**config.mk**
```make
export PLATFORM = sky130hd
export DESIGN_NAME = timer_capture
export DESIGN_NICKNAME = d
export VERILOG_FILES = /design/src/rtl/tc_pkg.sv /design/src/rtl/tc_sync.sv /design/src/rtl/tc_tick_gen.sv /design/src/rtl/tc_edge_det.sv /design/src/rtl/tc_count_core.sv /design/src/rtl/timer_capture.sv
export SDC_FILE = /design/constraint.sdc
export NUM_CORES = 1
export LEC_CHECK = 0
export ABC_CLOCK_PERIOD_IN_PS = 5100
export BUFFER_PORTS_ARGS = -buffer_cell sky130_fd_sc_hd__buf_4
export CAP_MARGIN = 0
export CORE_MARGIN = 5
export CORE_UTILIZATION = 62
export CTS_CLUSTER_SIZE = 14
export DETAILED_ROUTE_END_ITERATION = 7
export PLACE_DENSITY = 0.95
export SYNTH_ARGS = -nofsm -noshare
export SYNTH_HDL_FRONTEND = slang
export SYNTH_HIERARCHICAL = 1
export SYNTH_SLANG_ARGS = --single-unit
```
**constraint.sdc**
```tcl
create_clock -name clk -period 5.1 [get_ports clk]
set_clock_uncertainty 0.05 [all_clocks]
set_input_delay 0 -clock clk [delete_from_list [all_inputs] [get_ports clk]]
set_output_delay 0 -clock clk [all_outputs]
set_load 0.03 [all_outputs]
```
**src/rtl/tc_pkg.sv**
```systemverilog
package tc_pkg;
  typedef enum logic [1:0] {
    CLK_DIV_A = 2'b00,
    CLK_DIV_B = 2'b01,
    CLK_DIV_C = 2'b10,
    CLK_EXT   = 2'b11
  } clk_sel_e;

  typedef enum logic [1:0] {
    EDGE_OFF  = 2'b00,
    EDGE_FALL = 2'b01,
    EDGE_RISE = 2'b10,
    EDGE_ANY  = 2'b11
  } edge_sel_e;

  typedef enum logic [1:0] {
    ADDR_MODE  = 2'b00,
    ADDR_DATA  = 2'b01,
    ADDR_COUNT = 2'b10,
    ADDR_NONE  = 2'b11
  } reg_addr_e;

  // mode register layout: [5:4] edge select, [3] capture enable,
  // [2:1] clock select, [0] run
  typedef struct packed {
    edge_sel_e edge_sel;
    logic      cap_en;
    clk_sel_e  clk_sel;
    logic      run;
  } mode_t;

  localparam int unsigned MODE_W = $bits(mode_t);
endpackage

```
**src/rtl/tc_sync.sv**
```systemverilog
module tc_sync #(
  parameter int unsigned STAGES = 2
) (
  input  logic clk,
  input  logic rst_n,
  input  logic d,
  output logic q
);
  logic [STAGES-1:0] stage_q;
  logic [STAGES-1:0] stage_d;

  always_comb begin
    stage_d = {stage_q[STAGES-2:0], d};
  end

  always_ff @(posedge clk or negedge rst_n) begin
    if (!rst_n) stage_q <= '0;
    else        stage_q <= stage_d;
  end

  assign q = stage_q[STAGES-1];
endmodule

```
**src/rtl/tc_tick_gen.sv**
```systemverilog
module tc_tick_gen
  import tc_pkg::*;
#(
  parameter int unsigned DIV_A_LOG2  = 2,
  parameter int unsigned DIV_B_LOG2  = 4,
  parameter int unsigned DIV_C_LOG2  = 6,
  parameter int unsigned SYNC_STAGES = 2
) (
  input  logic     clk,
  input  logic     rst_n,
  input  clk_sel_e sel,
  input  logic     ext_pin,
  output logic     tick
);
  localparam int unsigned PRE_W    = DIV_C_LOG2;
  localparam int unsigned N_TAPS   = 3;
  localparam int unsigned TAP_LOG2 [N_TAPS] = '{DIV_A_LOG2, DIV_B_LOG2, DIV_C_LOG2};

  logic [PRE_W-1:0]  pre_q;
  logic [PRE_W-1:0]  pre_d;
  logic [N_TAPS-1:0] div_tick;
  logic              ext_s;
  logic              ext_prev_q;
  logic              ext_prev_d;
  logic              ext_tick;

  // one terminal-count detector per division tap
  for (genvar g = 0; g < N_TAPS; g++) begin : g_tap
    assign div_tick[g] = &pre_q[TAP_LOG2[g]-1:0];
  end

  tc_sync #(.STAGES(SYNC_STAGES)) u_ext_sync (
    .clk  (clk),
    .rst_n(rst_n),
    .d    (ext_pin),
    .q    (ext_s)
  );

  always_comb begin
    pre_d      = pre_q + 1'b1;
    ext_prev_d = ext_s;
    ext_tick   = ext_s & ~ext_prev_q;
  end

  always_ff @(posedge clk or negedge rst_n) begin
    if (!rst_n) begin
      pre_q      <= '0;
      ext_prev_q <= 1'b0;
    end else begin
      pre_q      <= pre_d;
      ext_prev_q <= ext_prev_d;
    end
  end

  always_comb begin
    unique case (sel)
      CLK_DIV_A: tick = div_tick[0];
      CLK_DIV_B: tick = div_tick[1];
      CLK_DIV_C: tick = div_tick[2];
      default:   tick = ext_tick;
    endcase
  end
endmodule

```
**src/rtl/tc_edge_det.sv**
```systemverilog
module tc_edge_det
  import tc_pkg::*;
#(
  parameter int unsigned SYNC_STAGES = 2
) (
  input  logic      clk,
  input  logic      rst_n,
  input  logic      pin,
  input  edge_sel_e sel,
  output logic      hit
);
  logic pin_s;
  logic prev_q;
  logic prev_d;
  logic rise;
  logic fall;

  tc_sync #(.STAGES(SYNC_STAGES)) u_pin_sync (
    .clk  (clk),
    .rst_n(rst_n),
    .d    (pin),
    .q    (pin_s)
  );

  always_comb begin
    prev_d = pin_s;
    rise   = pin_s & ~prev_q;
    fall   = ~pin_s & prev_q;
    unique case (sel)
      EDGE_FALL: hit = fall;
      EDGE_RISE: hit = rise;
      EDGE_ANY:  hit = rise | fall;
      default:   hit = 1'b0;
    endcase
  end

  always_ff @(posedge clk or negedge rst_n) begin
    if (!rst_n) prev_q <= 1'b0;
    else        prev_q <= prev_d;
  end
endmodule

```
**src/rtl/tc_count_core.sv**
```systemverilog
module tc_count_core #(
  parameter int unsigned WIDTH = 8
) (
  input  logic             clk,
  input  logic             rst_n,
  input  logic             tick,
  input  logic             run,
  input  logic             cap_en,
  input  logic             hit,
  input  logic             start_wr,
  input  logic             start_val,
  input  logic [WIDTH-1:0] limit,
  output logic [WIDTH-1:0] cnt,
  output logic [WIDTH-1:0] cap,
  output logic             match_irq
);
  logic [WIDTH-1:0] cnt_q, cnt_d;
  logic [WIDTH-1:0] cap_q, cap_d;
  logic             irq_q, irq_d;
  logic             cap_evt;
  logic             at_limit;

  always_comb begin
    cap_evt  = cap_en & hit;
    at_limit = (cnt_q == limit);
    cnt_d    = cnt_q;
    cap_d    = cap_q;
    irq_d    = 1'b0;

    if (cap_evt) cap_d = cnt_q;

    if (start_wr) begin
      if (start_val) cnt_d = '0;
    end else if (cap_evt) begin
      cnt_d = '0;
    end else if (run && tick) begin
      if (!cap_en && at_limit) begin
        cnt_d = '0;
        irq_d = 1'b1;
      end else begin
        cnt_d = cnt_q + 1'b1;
      end
    end
  end

  always_ff @(posedge clk or negedge rst_n) begin
    if (!rst_n) begin
      cnt_q <= '0;
      cap_q <= '0;
      irq_q <= 1'b0;
    end else begin
      cnt_q <= cnt_d;
      cap_q <= cap_d;
      irq_q <= irq_d;
    end
  end

  assign cnt       = cnt_q;
  assign cap       = cap_q;
  assign match_irq = irq_q;
endmodule

```
**src/rtl/timer_capture.sv**
```systemverilog
module timer_capture
  import tc_pkg::*;
#(
  parameter int unsigned WIDTH       = 8,
  parameter int unsigned SYNC_STAGES = 2,
  parameter int unsigned DIV_A_LOG2  = 2,
  parameter int unsigned DIV_B_LOG2  = 4,
  parameter int unsigned DIV_C_LOG2  = 6
) (
  input  logic             clk,
  input  logic             rst_n,
  input  logic             bus_wr,
  input  logic [1:0]       bus_addr,
  input  logic [WIDTH-1:0] bus_wdata,
  output logic [WIDTH-1:0] bus_rdata,
  input  logic             ext_clk_pin,
  input  logic             cap_pin,
  output logic             tmr_irq,
  output logic             cap_irq
);
  localparam int unsigned PAD_W = WIDTH - MODE_W;

  mode_t            mode_q, mode_d;
  logic [WIDTH-1:0] data_q, data_d;
  logic             cap_irq_q, cap_irq_d;
  logic             mode_wr;
  logic             data_wr;
  logic             tick;
  logic             hit;
  logic [WIDTH-1:0] cnt;
  logic [WIDTH-1:0] cap;
  reg_addr_e        addr;

  assign addr = reg_addr_e'(bus_addr);

  always_comb begin
    mode_wr   = bus_wr && (addr == ADDR_MODE);
    data_wr   = bus_wr && (addr == ADDR_DATA);
    mode_d    = mode_wr ? mode_t'(bus_wdata[MODE_W-1:0]) : mode_q;
    data_d    = data_wr ? bus_wdata : data_q;
    cap_irq_d = hit;
  end

  always_ff @(posedge clk or negedge rst_n) begin
    if (!rst_n) begin
      mode_q    <= '0;
      data_q    <= '0;
      cap_irq_q <= 1'b0;
    end else begin
      mode_q    <= mode_d;
      data_q    <= data_d;
      cap_irq_q <= cap_irq_d;
    end
  end

  tc_tick_gen #(
    .DIV_A_LOG2 (DIV_A_LOG2),
    .DIV_B_LOG2 (DIV_B_LOG2),
    .DIV_C_LOG2 (DIV_C_LOG2),
    .SYNC_STAGES(SYNC_STAGES)
  ) u_tick (
    .clk    (clk),
    .rst_n  (rst_n),
    .sel    (mode_q.clk_sel),
    .ext_pin(ext_clk_pin),
    .tick   (tick)
  );

  tc_edge_det #(.SYNC_STAGES(SYNC_STAGES)) u_edge (
    .clk  (clk),
    .rst_n(rst_n),
    .pin  (cap_pin),
    .sel  (mode_q.edge_sel),
    .hit  (hit)
  );

  tc_count_core #(.WIDTH(WIDTH)) u_core (
    .clk      (clk),
    .rst_n    (rst_n),
    .tick     (tick),
    .run      (mode_q.run),
    .cap_en   (mode_q.cap_en),
    .hit      (hit),
    .start_wr (mode_wr),
    .start_val(bus_wdata[0]),
    .limit    (data_q),
    .cnt      (cnt),
    .cap      (cap),
    .match_irq(tmr_irq)
  );

  always_comb begin
    unique case (addr)
      ADDR_MODE:  bus_rdata = {{PAD_W{1'b0}}, mode_q};
      ADDR_DATA:  bus_rdata = mode_q.cap_en ? cap : data_q;
      ADDR_COUNT: bus_rdata = cnt;
      default:    bus_rdata = '0;
    endcase
  end

  assign cap_irq = cap_irq_q;
endmodule

```
# Word level (Yosys, flattened, before mapping)
# Index checks and enable logic that the tools add are counted.
[totals]
mem_count = 0
input_bits = 15
mem_bits_ro = 0
wordCells = 58
latch_bits = 0
reg_bits = 44
out_inout_bits = 10
ramBits = 0
[op_classes]
multipliers = 0
eq_ne = 9
n_mux = 13
n_addsub = 2
order_cmp = 0
bitwise = 8
shifts = 0
div_mod_pow = 0
reduce_logical = 12
[op_table]
columns = ["op", "n"]
rows = [
  ["two-way mux 8 bit", 6],
  ["one-hot mux 8 bit (3 select lines)", 1],
  ["adder 8 x 1 -> 8 bit, second input constant", 1],
  ["equality test 2 bit, second input constant", 4],
  ["equality test 8 bit", 1],
  ["adder 6 x 1 -> 6 bit, second input constant", 1],
  ["equality test 2 x 1 -> 1 bit, second input constant", 3],
  ["one-hot mux 1 bit (3 select lines)", 2],
  ["AND reduction 6 bit", 1],
  ["AND 1 bit", 4],
  ["logical AND 1 bit", 4],
  ["logical NOT 2 bit", 2],
  ["two-way mux 1 bit", 4],
  ["AND reduction 2 bit", 2],
  ["AND reduction 4 bit", 1],
  ["NOT 1 bit", 3],
  ["nonzero test 3 bit", 1],
  ["!= test 2 bit, second input constant", 1],
  ["logical NOT 1 bit", 1],
  ["bitwise OR 1 bit", 1],
]

# Logic depth before layout (Yosys ltp)
[logic_depth]
depth_word = 7
mapped_depth = 11
ltp_nobuf = 10

# Cells and area by module
# Netlist, hierarchy kept.
[by_module_without_submodules]
columns = ["mod", "cells_each", "seq_area_each_um2", "area_each_um2", "n_inst"]
rows = [
  ["tc_count_core", 75, 425.4, 912.1, 1],
  ["timer_capture", 60, 375.4, 792.0, 1],
  ["tc_tick_gen", 24, 175.2, 295.3, 1],
  ["tc_sync", 2, 50.0, 50.0, 2],
  ["tc_edge_det", 10, 25.0, 83.8, 1],
]

# Worst setup path after synthesis
# OpenSTA, ideal clock, no wires.
[synth_timing]
path_kind = "reg2reg"
from = "register u_edge.u_pin_sync.stage_q[1]"
to = "register u_core.cnt_q[0], in the netlist u_core/cnt[0]"
slack_ns = 3.033
synth_period_minus_slack_ns = 2.067
setup_ns = 0.125
stages_incl_launch_ff = 12
path_buffers = 1
t_arrival_ns = 1.892
required_ns = 4.925
path_cell_list = "dfrtp_1 > inv_1 > ha_1 > nor2b_1 > o21ai_1 > o21ai_1 > nand2_2 > a21oi_1 > a21oi_2 > nor2b_4 > buf_6 > mux2_2"
[synth_via]
elab_chain_len = 7
elab_cells_between_ends = 10
cone_classes = "3 x mux; 5 x bitwise; 2 x reduce/logical"
[synth_lines]
columns = ["item", "line_no", "source"]
rows = [
  ["start: declaration", "tc_sync.sv:9", "logic [STAGES-1:0] stage_q;"],
  ["start signal: assignment", "tc_sync.sv:18", "else stage_q <= stage_d;"],
  ["NOT 1 bit", "tc_edge_det.sv:28", "fall = ~pin_s & prev_q;"],
  ["AND 1 bit", "tc_edge_det.sv:28", ""],
  ["bitwise OR 1 bit", "tc_edge_det.sv:32", "EDGE_ANY: hit = rise | fall;"],
  ["one-hot mux 1 bit (3 select lines) (*)", "tc_edge_det.sv:29", "unique case (sel)"],
  ["named net cap_irq_d", "timer_capture.sv:25", "logic cap_irq_q, cap_irq_d;"],
  ["AND 1 bit (*)", "tc_count_core.sv:24", "cap_evt = cap_en & hit;"],
  ["nonzero test 3 bit (no source line) or two-way mux 8 bit (tied branches)", "-", ""],
  ["AND reduction 2 bit (no source line) or two-way mux 8 bit (tied branches)", "-", ""],
  ["end signal: assignment", "tc_count_core.sv:52", "cnt_q <= cnt_d;"],
  ["end: declaration", "tc_count_core.sv:17", "logic [WIDTH-1:0] cnt_q, cnt_d;"],
]
# The timed path passes the listed nets; every way through them passes the cells marked *.
# A chain may end at the register's enable or synchronous reset.

# Worst setup path after layout
# Ends and elaborated chain as after synthesis.

==> results.toml <==
[critical_path]
cp_slowest_stage_delay_ns = 0.40
ff2ff_path_depth = 10
required_ns = 5.30
worstPathMaxFanout = 10
crit_chain = "inv_1 > ha_1 > nor2b_1 > o21ai_1 > o21ai_1 > nand2_2 > a21oi_1 > a21oi_2 > nor2b_4 > mux2_2"
r2r-end = "u_core/cnt[0]"
ff2ff_setup_slack_ns = 2.78
timing.rr.start = "u_edge/u_pin_sync/stage_q[1]"
path_class = "flip-flop to flip-flop"
crit_family = "compound AO/OA/AOI/OAI gates"
cp_common_cell = "o21ai_1"
cp-end-kind = "flip-flop"
crit_slowest_cell = "a21oi_2"
critPathArrivalTime_ns = 2.52
cp-start-kind = "flip-flop"
crit_buf_inv = 1

[synth]
syn_avg_cell_area_um2 = 12.62
ys_ff_latch = 44
synth_top_flop_cell = "dfrtp_1"
synth.distinct_cells = 38
yosys_warnings = 6
syn-num-nets = 192
synth_edf_count = 0
postSynthCellCount = 173
syn_area_um2 = 2183
ys_seq_area_share_pct = 50.43
synthArstFlopShare_pct = 100.0

[clock_network]
ctsHoldBuffers = 11
cts_buffer_depth = 2
cts_tree = "done"
clkLatencyLatePin_ns = 0.36
postCtsSetupBuffers = 0
cts_buffers = 5
cts_resized = 0
cts_max_level = 2
cts_sinks = 44
path_clk_slew_ns = 0.12
cts_root_buffer = "clkbuf_4"

[layout]
drive_above_1_share_pct = 36.97
fin_area_um2 = 2567
areaGrowthSynthToFinish_pct = 17.59
diodes = 0
finish.net_count = 230

[place]
io_buffer_count = 24
dpl_cell_area_um2 = 2392
place.gp.congestion = 0.8281
dp_hpwl_um = 3208

[detailed_routing]
vias = 1503
antenna_left = 0
drtIter0Drc = 73
dr.pass1.iters = 4
wl_um = 4514
wl_per_cell_um = 17.56
via_per_inst = 5.848
drc = 0

[floorplanning]
start_util_pct = 64.92
core_area_um2 = 3363
row_count = 21
dieArea_um2 = 4808
ios = 25
die_w_um = 69.34
fp.dieH_um = 69.34

[pwr]
power.density_nw_per_um2 = 358.4
finalPower_w = 0.0009202
p_leak_nw = 1.194
vdd_drop_max_mv = 0.2039

[timing]
timing.final.crit_share_pct = 45.47
fmax_mhz = 431.2
layout_min_cycle_time_ns = 2.319
slew_headroom_pct = 56.70
slew_violations = 0
setup_viol = 0
rsz0062_at_grt = "no"
hold_viol = 0
setup_tns_ns = 0
tightest_slew_ns = 0.6496

[global_route]
grt_overflow = 0
grt_max_degree = 45
grt_pass1_vias = 1574
grt_pass1_wl_um = 7562
grt_use_total_pct = 19.95
antenna_found_initial = 0

[run]
maxCapViolations = 0

[worst_hold_path]
hp-class = "input port to async pin"

[run_status]
status = "complete, no violations"
## worst reg2reg max path, cell delays in order (launching register included)
cell and delay [ns]:
dfrtp_1 0.39, inv_1 0.05, ha_1 0.28, nor2b_1 0.04, o21ai_1 0.13, o21ai_1 0.11
nand2_2 0.23, a21oi_1 0.12, a21oi_2 0.40, nor2b_4 0.13, mux2_2 0.29
## cells by family (layout without fill, tap and decap cells)
kind of cell / count (synthesis) / in the layout / share of synthesized area, %
compound gates: 28 / 28 / 10.77
xor+xnor: 13 / 13 / 5.215
fa+ha+maj: 4 / 4 / 2.292
buf+inv: 8 / 46 / 2.006
flops: 44 / 44 / 50.43
mux: 36 / 36 / 17.82
simple gates: 40 / 40 / 11.46
## cell type report
class | count | area (µm²)
sequential | 44 | 1101
inverter | 4 | 15.01
multi-input combinational | 121 | 1039
fill | 230 | 795.8
clock buffer | 7 | 65.06
tap | 46 | 57.56
timing repair buffer | 35 | 290.3
## worst max path at each step
| stage | startpoint | endpoint | slack, ns | cells after the start |
|---|---|---|---|---|
| 2_1_floorplan | u_edge/u_pin_sync/stage_q[1] | u_core/cnt[0] | 3.03 | 11 |
| 5_1_grt | u_edge/u_pin_sync/stage_q[1] | u_core/cnt[0] | 2.66 | 10 |
| 3_5_place_dp | u_edge/u_pin_sync/stage_q[1] | u_core/cnt[0] | 2.84 | 10 |
| 6_report | u_edge/u_pin_sync/stage_q[1] | u_core/cnt[0] | 2.78 | 10 |
| 4_1_cts | u_edge/u_pin_sync/stage_q[1] | u_core/cnt[0] | 2.82 | 10 |
| 3_3_place_gp | u_edge/u_pin_sync/stage_q[1] | u_core/cnt[0] | 3.00 | 10 |
## power by group
part / switching, W / total (W) / leakage [nW] / internal, W
sequential: 0.0000704 / 0.000473 / 0.547 / 0.000403
clock: 0.000105 / 0.000183 / 0.0374 / 0.0000782
combinational: 0.000133 / 0.000264 / 0.610 / 0.000132
## synthesized netlist by cell type (2+ instances only)
master	count	area [µm²]
dfrtp_1	44	1101
mux2_2	23	259.0
mux2i_1	13	130.1
xor2_1	11	96.34
nand2_1	9	33.78
nor2_1	8	30.03
o22ai_1	7	43.79
a22o_2	6	60.06
nand3_1	6	30.03
a21o_2	5	43.79
ha_1	4	50.05
inv_1	4	15.01
buf_2	2	10.01
nand2_2	2	12.51
nand2b_1	2	12.51
nor2b_1	2	12.51
o21ai_1	2	10.01
or2_2	2	12.51
xnor2_1	2	17.52
## layout by cell type, fill, tap and decap left out, types with 4 or more instances in the layout
cell type | synthesis | final
a22o_2 | 6 | 6
a21o_2 | 5 | 5
mux2_2 | 23 | 23
nor2_1 | 8 | 8
dlygate4sd3_1 | 0 | 11
xor2_1 | 11 | 11
buf_4 | 1 | 24
clkbuf_4 | 0 | 5
ha_1 | 4 | 4
nand3_1 | 6 | 6
dfrtp_1 | 44 | 44
mux2i_1 | 13 | 13
nand2_1 | 9 | 9
inv_1 | 4 | 4
o22ai_1 | 7 | 7
## sequential cells by signal, indices dropped and copies added, names as in the netlist
name / flops
cap_irq: 1
data_q: 8
mode_q: 6
u_core/cap: 8
u_core/cnt: 8
u_core/match_irq: 1
u_edge/prev_q: 1
u_edge/u_pin_sync/stage_q: 2
u_tick/ext_prev_q: 1
u_tick/pre_q: 6
u_tick/u_ext_sync/stage_q: 2
## layer usage
| metal | share of wire, % | global-route usage (%) | vias to the layer above | wire [µm] |
|---|---|---|---|---|
| met1 | 41 | 23.52 | 762 | 1866 |
| met5 | 0 | 0 | - | 0 |
| met4 | 1.4 | 6.725 | 0 | 61 |
| met2 | 52 | 34.64 | 40 | 2341 |
| li1 | - | - | 696 | - |
| met3 | 5.4 | 5.797 | 5 | 245 |
## per-stage QoR
step	cells	util (%)	setup slack, ns	hold WS [ns]
after CTS	257	76.34	2.818	0.1208
after detailed placement	239	71.13	2.838	-0.02962
final	257	76.34	2.781	0.1001
after global placement	239	71.13	2.997	-0.04506
after global routing	257	76.34	2.658	0.1481
after floorplan	173	-	3.033	-0.3456
(Power assumes the default switching activity.)
